--- config.mk ---
export PLATFORM = sky130hd
export DESIGN_NAME = vsg_timing_top
export DESIGN_NICKNAME = d
export VERILOG_FILES = /design/src/rtl/vsg_pkg.sv /design/src/rtl/vsg_edge_sync.sv /design/src/rtl/vsg_fsc_div.sv /design/src/rtl/vsg_raster_cnt.sv /design/src/rtl/vsg_timing_top.sv
export SDC_FILE = /design/constraint.sdc
export NUM_CORES = 1
export LEC_CHECK = 0
export BUFFER_PORTS_ARGS = -buffer_cell sky130_fd_sc_hd__buf_2
export CORE_MARGIN = 10
export CORE_UTILIZATION = 56
export CTS_CLUSTER_SIZE = 30
export DETAILED_ROUTE_END_ITERATION = 8
export PLACE_DENSITY_LB_ADDON = 0.15
export SLEW_MARGIN = 10
export SYNTH_ARGS = -nofsm -noshare
export SYNTH_HDL_FRONTEND = slang
export SYNTH_HIERARCHICAL = 1
export SYNTH_SLANG_ARGS = --single-unit
export TNS_END_PERCENT = 1
--- constraint.sdc ---
create_clock -name clk -period 3.05 [get_ports clk]
set_input_delay 0.7625 -clock clk [delete_from_list [all_inputs] [get_ports clk]]
set_output_delay 0.7625 -clock clk [all_outputs]
set_load 0.02 [all_outputs]
--- src/rtl/vsg_pkg.sv ---
package vsg_pkg;

  typedef enum logic [1:0] {
    FMT_NTSC_M = 2'd0,
    FMT_PAL_BG = 2'd1,
    FMT_PAL_M  = 2'd2
  } vid_fmt_e;

  // Pin pair decode; the unused combination falls back to NTSC-M.
  function automatic vid_fmt_e decode_fmt(input logic sel_a, input logic sel_b);
    case ({sel_a, sel_b})
      2'b00:   return FMT_PAL_BG;
      2'b01:   return FMT_PAL_M;
      default: return FMT_NTSC_M;
    endcase
  endfunction

endpackage

--- src/rtl/vsg_edge_sync.sv ---
module vsg_edge_sync #(
  parameter int SYNC_STAGES = 2
) (
  input  logic clk,
  input  logic rst,
  input  logic pin_n,
  output logic fall
);
  logic [SYNC_STAGES:0] sh_q;

  always_ff @(posedge clk) begin
    if (rst) sh_q <= '1;
    else     sh_q <= {sh_q[SYNC_STAGES-1:0], pin_n};
  end

  assign fall = sh_q[SYNC_STAGES] & ~sh_q[SYNC_STAGES-1];
endmodule

--- src/rtl/vsg_fsc_div.sv ---
module vsg_fsc_div #(
  parameter int DIV = 4
) (
  input  logic clk,
  input  logic rst,
  output logic en
);
  localparam int CW = (DIV > 2) ? $clog2(DIV) : 1;
  localparam logic [CW-1:0] LAST = CW'(DIV - 1);

  logic [CW-1:0] cnt_q;

  always_ff @(posedge clk) begin
    if (rst) begin
      cnt_q <= '0;
      en    <= 1'b0;
    end else begin
      cnt_q <= (cnt_q == LAST) ? '0 : cnt_q + 1'b1;
      en    <= (cnt_q == LAST);
    end
  end
endmodule

--- src/rtl/vsg_raster_cnt.sv ---
module vsg_raster_cnt #(
  parameter int HW = 11,
  parameter int VW = 10
) (
  input  logic          clk,
  input  logic          rst,
  input  logic [HW-1:0] h_last,
  input  logic [VW-1:0] v_last,
  input  logic          h_clr,
  input  logic          v_clr,
  output logic [HW-1:0] h_q,
  output logic [VW-1:0] v_q
);
  logic h_wrap;
  assign h_wrap = (h_q >= h_last);

  always_ff @(posedge clk) begin
    if (rst) begin
      h_q <= '0;
      v_q <= '0;
    end else begin
      if (h_clr)       h_q <= '0;
      else if (h_wrap) h_q <= '0;
      else             h_q <= h_q + 1'b1;

      if (v_clr)                v_q <= '0;
      else if (h_wrap && !h_clr) v_q <= (v_q >= v_last) ? '0 : v_q + 1'b1;
    end
  end
endmodule

--- src/rtl/vsg_timing_top.sv ---
module vsg_timing_top
  import vsg_pkg::*;
#(
  parameter int H_TOT_525   = 910,
  parameter int H_TOT_625   = 1135,
  parameter int V_TOT_525   = 525,
  parameter int V_TOT_625   = 625,
  parameter int HSYNC_525   = 67,
  parameter int HSYNC_625   = 84,
  parameter int HBLANK_525  = 150,
  parameter int HBLANK_625  = 190,
  parameter int VBLANK_525  = 20,
  parameter int VBLANK_625  = 24,
  parameter int VSYNC_LINES = 3,
  parameter int FSC_DIV     = 4,
  parameter int SYNC_STAGES = 2,
  localparam int H_MAX = (H_TOT_525 > H_TOT_625) ? H_TOT_525 : H_TOT_625,
  localparam int V_MAX = (V_TOT_525 > V_TOT_625) ? V_TOT_525 : V_TOT_625,
  localparam int HW = $clog2(H_MAX),
  localparam int VW = $clog2(V_MAX)
) (
  input  logic          clk,
  input  logic          rst,
  input  logic          sel_a,
  input  logic          sel_b,
  input  logic          line_full,
  input  logic          ext_hrst_n,
  input  logic          ext_vrst_n,
  input  logic          sup_en,
  output logic [HW-1:0] h_cnt,
  output logic [VW-1:0] v_cnt,
  output logic [1:0]    fmt,
  output logic          fsc_en,
  output logic          csync_n,
  output logic          blank,
  output logic          key
);
  localparam logic [HW-1:0] H_LAST_525 = HW'(H_TOT_525 - 1);
  localparam logic [HW-1:0] H_LAST_625 = HW'(H_TOT_625 - 1);
  localparam logic [VW-1:0] V_LAST_525 = VW'(V_TOT_525 - 1);
  localparam logic [VW-1:0] V_LAST_625 = VW'(V_TOT_625 - 1);
  localparam logic [VW-1:0] V_VSL      = VW'(VSYNC_LINES);

  vid_fmt_e fmt_c;
  logic     is625;
  assign fmt_c = decode_fmt(sel_a, sel_b);
  assign is625 = (fmt_c == FMT_PAL_BG);

  logic [HW-1:0] h_last, hs_len, hb_len;
  logic [VW-1:0] v_full_last, v_last, vb_len;
  always_comb begin
    h_last      = is625 ? H_LAST_625 : H_LAST_525;
    hs_len      = is625 ? HW'(HSYNC_625) : HW'(HSYNC_525);
    hb_len      = is625 ? HW'(HBLANK_625) : HW'(HBLANK_525);
    vb_len      = is625 ? VW'(VBLANK_625) : VW'(VBLANK_525);
    v_full_last = is625 ? V_LAST_625 : V_LAST_525;
    v_last      = line_full ? v_full_last : v_full_last - 1'b1;
  end

  // External reset pins: index 0 horizontal, index 1 vertical.
  logic [1:0] ext_pin_n, ext_fall;
  assign ext_pin_n = {ext_vrst_n, ext_hrst_n};

  for (genvar g = 0; g < 2; g++) begin : g_lock
    vsg_edge_sync #(.SYNC_STAGES(SYNC_STAGES)) u_sync (
      .clk   (clk),
      .rst   (rst),
      .pin_n (ext_pin_n[g]),
      .fall  (ext_fall[g])
    );
  end

  logic h_clr, v_clr;
  assign h_clr = ext_fall[0] & sup_en;
  assign v_clr = ext_fall[1] & sup_en;

  vsg_raster_cnt #(.HW(HW), .VW(VW)) u_cnt (
    .clk    (clk),
    .rst    (rst),
    .h_last (h_last),
    .v_last (v_last),
    .h_clr  (h_clr),
    .v_clr  (v_clr),
    .h_q    (h_cnt),
    .v_q    (v_cnt)
  );

  vsg_fsc_div #(.DIV(FSC_DIV)) u_fsc (
    .clk (clk),
    .rst (rst),
    .en  (fsc_en)
  );

  logic blank_c, hsync_c, vsync_line;
  assign blank_c    = (h_cnt < hb_len) || (v_cnt < vb_len);
  assign hsync_c    = (h_cnt < hs_len);
  assign vsync_line = (v_cnt < V_VSL);

  always_ff @(posedge clk) begin
    if (rst) begin
      fmt     <= 2'd0;
      csync_n <= 1'b1;
      blank   <= 1'b1;
      key     <= 1'b0;
    end else begin
      fmt     <= fmt_c;
      csync_n <= ~(hsync_c ^ vsync_line);
      blank   <= blank_c;
      key     <= sup_en & ~blank_c;
    end
  end
endmodule

==> flow_summary.ini <==
[status]
status = finished clean

[floorplanning]
die_h_um = 81.85
ios = 35
start_util_pct = 58.07
core-area_mm2 = 0.003689
die_x_um = 81.85
dieArea_mm2 = 0.006699
rows = 22

[cells_and_area]
drive_gt1_share_pct = 20.55
stdcell_count = 340
area_delta_synth_final_pct = 15.60
fin_area_mm2 = 0.002476
antenna_cells = 0
nets = 327

[timing]
timing.final.crit_share_pct = 86.50
hold_viol_final = 0
fmax_mhz = 379.0
setup_violations = 0
finalWorstSetupSlack_ns = 0.4118
tightestPinTransition_ns = 0.6358
fin_setup_tns_ns = 0
maxSlewViolCount = 0
rsz0062_at_grt = no
fin_worst_skew_ns = 0.006241
min_period_ns = 2.638
maxSlewHeadroom_pct = 56.52

[route]
wirelength_mm = 5.080
drtIter0Drc = 65
wl_per_cell_um = 14.94
vias = 1900
ant_nets = 0
dr.pass1.iters = 5
drc = 0
via_per_inst = 5.588

[setup_path]
cp-startpoint = sel_a
crit_fanout = 9
r2r_start = u_cnt/v_q[4]
cpPeakStageDelay_ns = 0.34
path_cells = buf_2 > nor2_4 > nand2_1 > inv_1 > inv_1 > ha_1 > a21oi_1 > a211oi_1 > a2111o_1 > or2_1 > nor2_4 > o2bb2ai_1
slowest_stage = or2_1
start_kind = input port
cp.required_ns = 3.26
worstPathArrival_ns = 2.85
crit_path_end_kind = flip-flop
critical_path_class = in -> reg

[clock_network]
clockBufferDepth = 2
cts_tree = done
postCtsHoldBufs = 0
postCtsResizedCells = 0
cts_root_buf = clkbuf_8
path_clk_slew_ns = 0.08
cts_buffers = 5
postCtsSetupRepairBufs = 0
clock_sink_count = 35
clk-insertion-delay-late_ns = 0.29
cts_max_level = 2

[synthesis]
ys_types = 48
yosysWarnings = 6
synth-seq-cells = 35
async_flop_share_pct = 0
synth.cell_area_mm2 = 0.002142
ys.flop_type = dfxtp_1
yosysSeqAreaShare_pct = 32.71
postSynthCellCount = 247
synth_area_per_cell_um2 = 8.672
synth-edff-count = 0

[job]
cap_violations = 0

[global_routing]
grt_pass1_vias = 1784
grt_overflow = 0
grt_first_pass_wirelength_mm = 8.197
grt_start_max_net_pins = 19
track_usage_pct = 15.36
antenna_found_initial = 0

[power]
vdd_drop_max_v = 0.0002864
total_power_mw = 0.9182
power.density_mw_per_mm2 = 370.8
p_leak_nw = 1.218

[place]
dp_slack_ns = 0.1410
hpwl_mm = 3.874
dp.cells = 332
io_buffers = 34
place.gp.congestion = 0.8704
dpl_cell_area_mm2 = 0.002384

[worst_hold_path]
hold_class = reg -> reg
hp-start = g_lock[0].u_sync/sh_q[0]
-- critical path, delay by kind of cell --
family          cells  cell delay, ns
compound gates      4            0.68
fa+ha+maj           1            0.31
simple gates        4            0.85
buf+inv             3            0.22
-- report_power, final --
part / internal (mW) / total (mW) / switching, mW
Combinational: 0.0377 / 0.0929 / 0.0552
Clock: 0.163 / 0.346 / 0.183
Sequential: 0.468 / 0.479 / 0.0108
Total: 0.669 / 0.918 / 0.249
-- synth_stat cells, drive strengths merged, types with 2 or more instances --
master | count | area (um2)
dfxtp | 35 | 700.7
ha | 28 | 350.3
inv | 28 | 105.1
nor2 | 26 | 112.6
a21oi | 13 | 68.82
o21ai | 13 | 65.06
nand2 | 11 | 41.29
nor3b | 9 | 72.57
nand3 | 8 | 40.04
or2 | 8 | 50.05
a32o | 7 | 77.57
and3 | 7 | 43.79
nand4 | 6 | 37.54
nor3 | 5 | 30.03
xnor2 | 5 | 43.79
nor2b | 4 | 27.53
xor2 | 4 | 35.03
a2111oi | 2 | 36.29
a211oi | 2 | 15.01
a41oi | 2 | 17.52
and2 | 2 | 12.51
buf | 2 | 15.01
conb | 2 | 7.510
nand2b | 2 | 12.51
o21a | 2 | 15.01
o2bb2ai | 2 | 17.52
or3 | 2 | 12.51
-- state kept, by name (all words and copies together) (netlist names) --
signal,count
u_cnt/v_q,10
blank,1
g_lock.u_sync/sh_q,6
csync_n,1
u_fsc/en,1
key,1
u_cnt/h_q,11
u_fsc/cnt_q,2
fmt,2
-- kinds of logic after synthesis --
group	after synthesis	synth area share, %
xor gates and xnor gates	9	3.680
and+or+nand+nor	92	23.66
buffers and inverters	31	5.782
other	2	0.3506
DFF	35	32.71
adders and majority gates	28	16.36
AOI/OAI and AO/OA	50	17.47
-- metal layers --
metal | part of all wire (%) | GRT usage [%] | up-vias
li1 | - | - | 962
met3 | 5.7 | 4.803 | 10
met5 | 0 | 0 | -
met1 | 44 | 17.39 | 878
met2 | 49 | 27.19 | 50
met4 | 1.3 | 4.082 | 0
-- stage by stage --
stage	hold slack [ns]	utilization, %
2_1_floorplan	0.3832	-
3_3_place_gp	0.3864	64.62
3_5_place_dp	0.3982	64.62
4_1_cts	0.4173	67.13
5_1_grt	0.4369	67.13
6_report	0.4103	67.13
-- final cells by class --
class                           count  area, um2
Inverter                           28      105.1
Fill cell                         342       1212
Timing Repair Buffer               36      185.2
Clock buffer                        5      68.82
Multi-Input combinational cell    185       1333
Tap cell                           48      60.06
Sequential cell                    35      700.7
Clock inverter                      3      23.77
-- layout by cell type, fill, tap and decap left out, types with 3 or more instances in the layout --
cell / count
ha_1: 28
nand3_1: 8
buf_2: 34
a21oi_1: 12
and3_1: 7
dfxtp_1: 35
xnor2_1: 5
xor2_1: 4
nor2b_1: 3
or2_1: 7
a32o_2: 6
nand4_1: 6
o21ai_1: 7
nor2_1: 24
nor3b_1: 8
inv_1: 27
conb_1: 6
clkbuf_8: 5
nor3_1: 4
nand2_1: 11
o21ai_0: 6
-- path summary, 6_finish.rpt --
kind                            slack (ns)  depth (start not counted)                       end
worst max-delay path                  0.41                         12              u_cnt/v_q[8]
worst min-delay path                  0.41                          1  g_lock[0].u_sync/sh_q[1]
worst max register to register        0.91                          7              u_cnt/v_q[8]
worst min register to register        0.41                          1  g_lock[0].u_sync/sh_q[1]
Power figures use the tool's default switching activity.
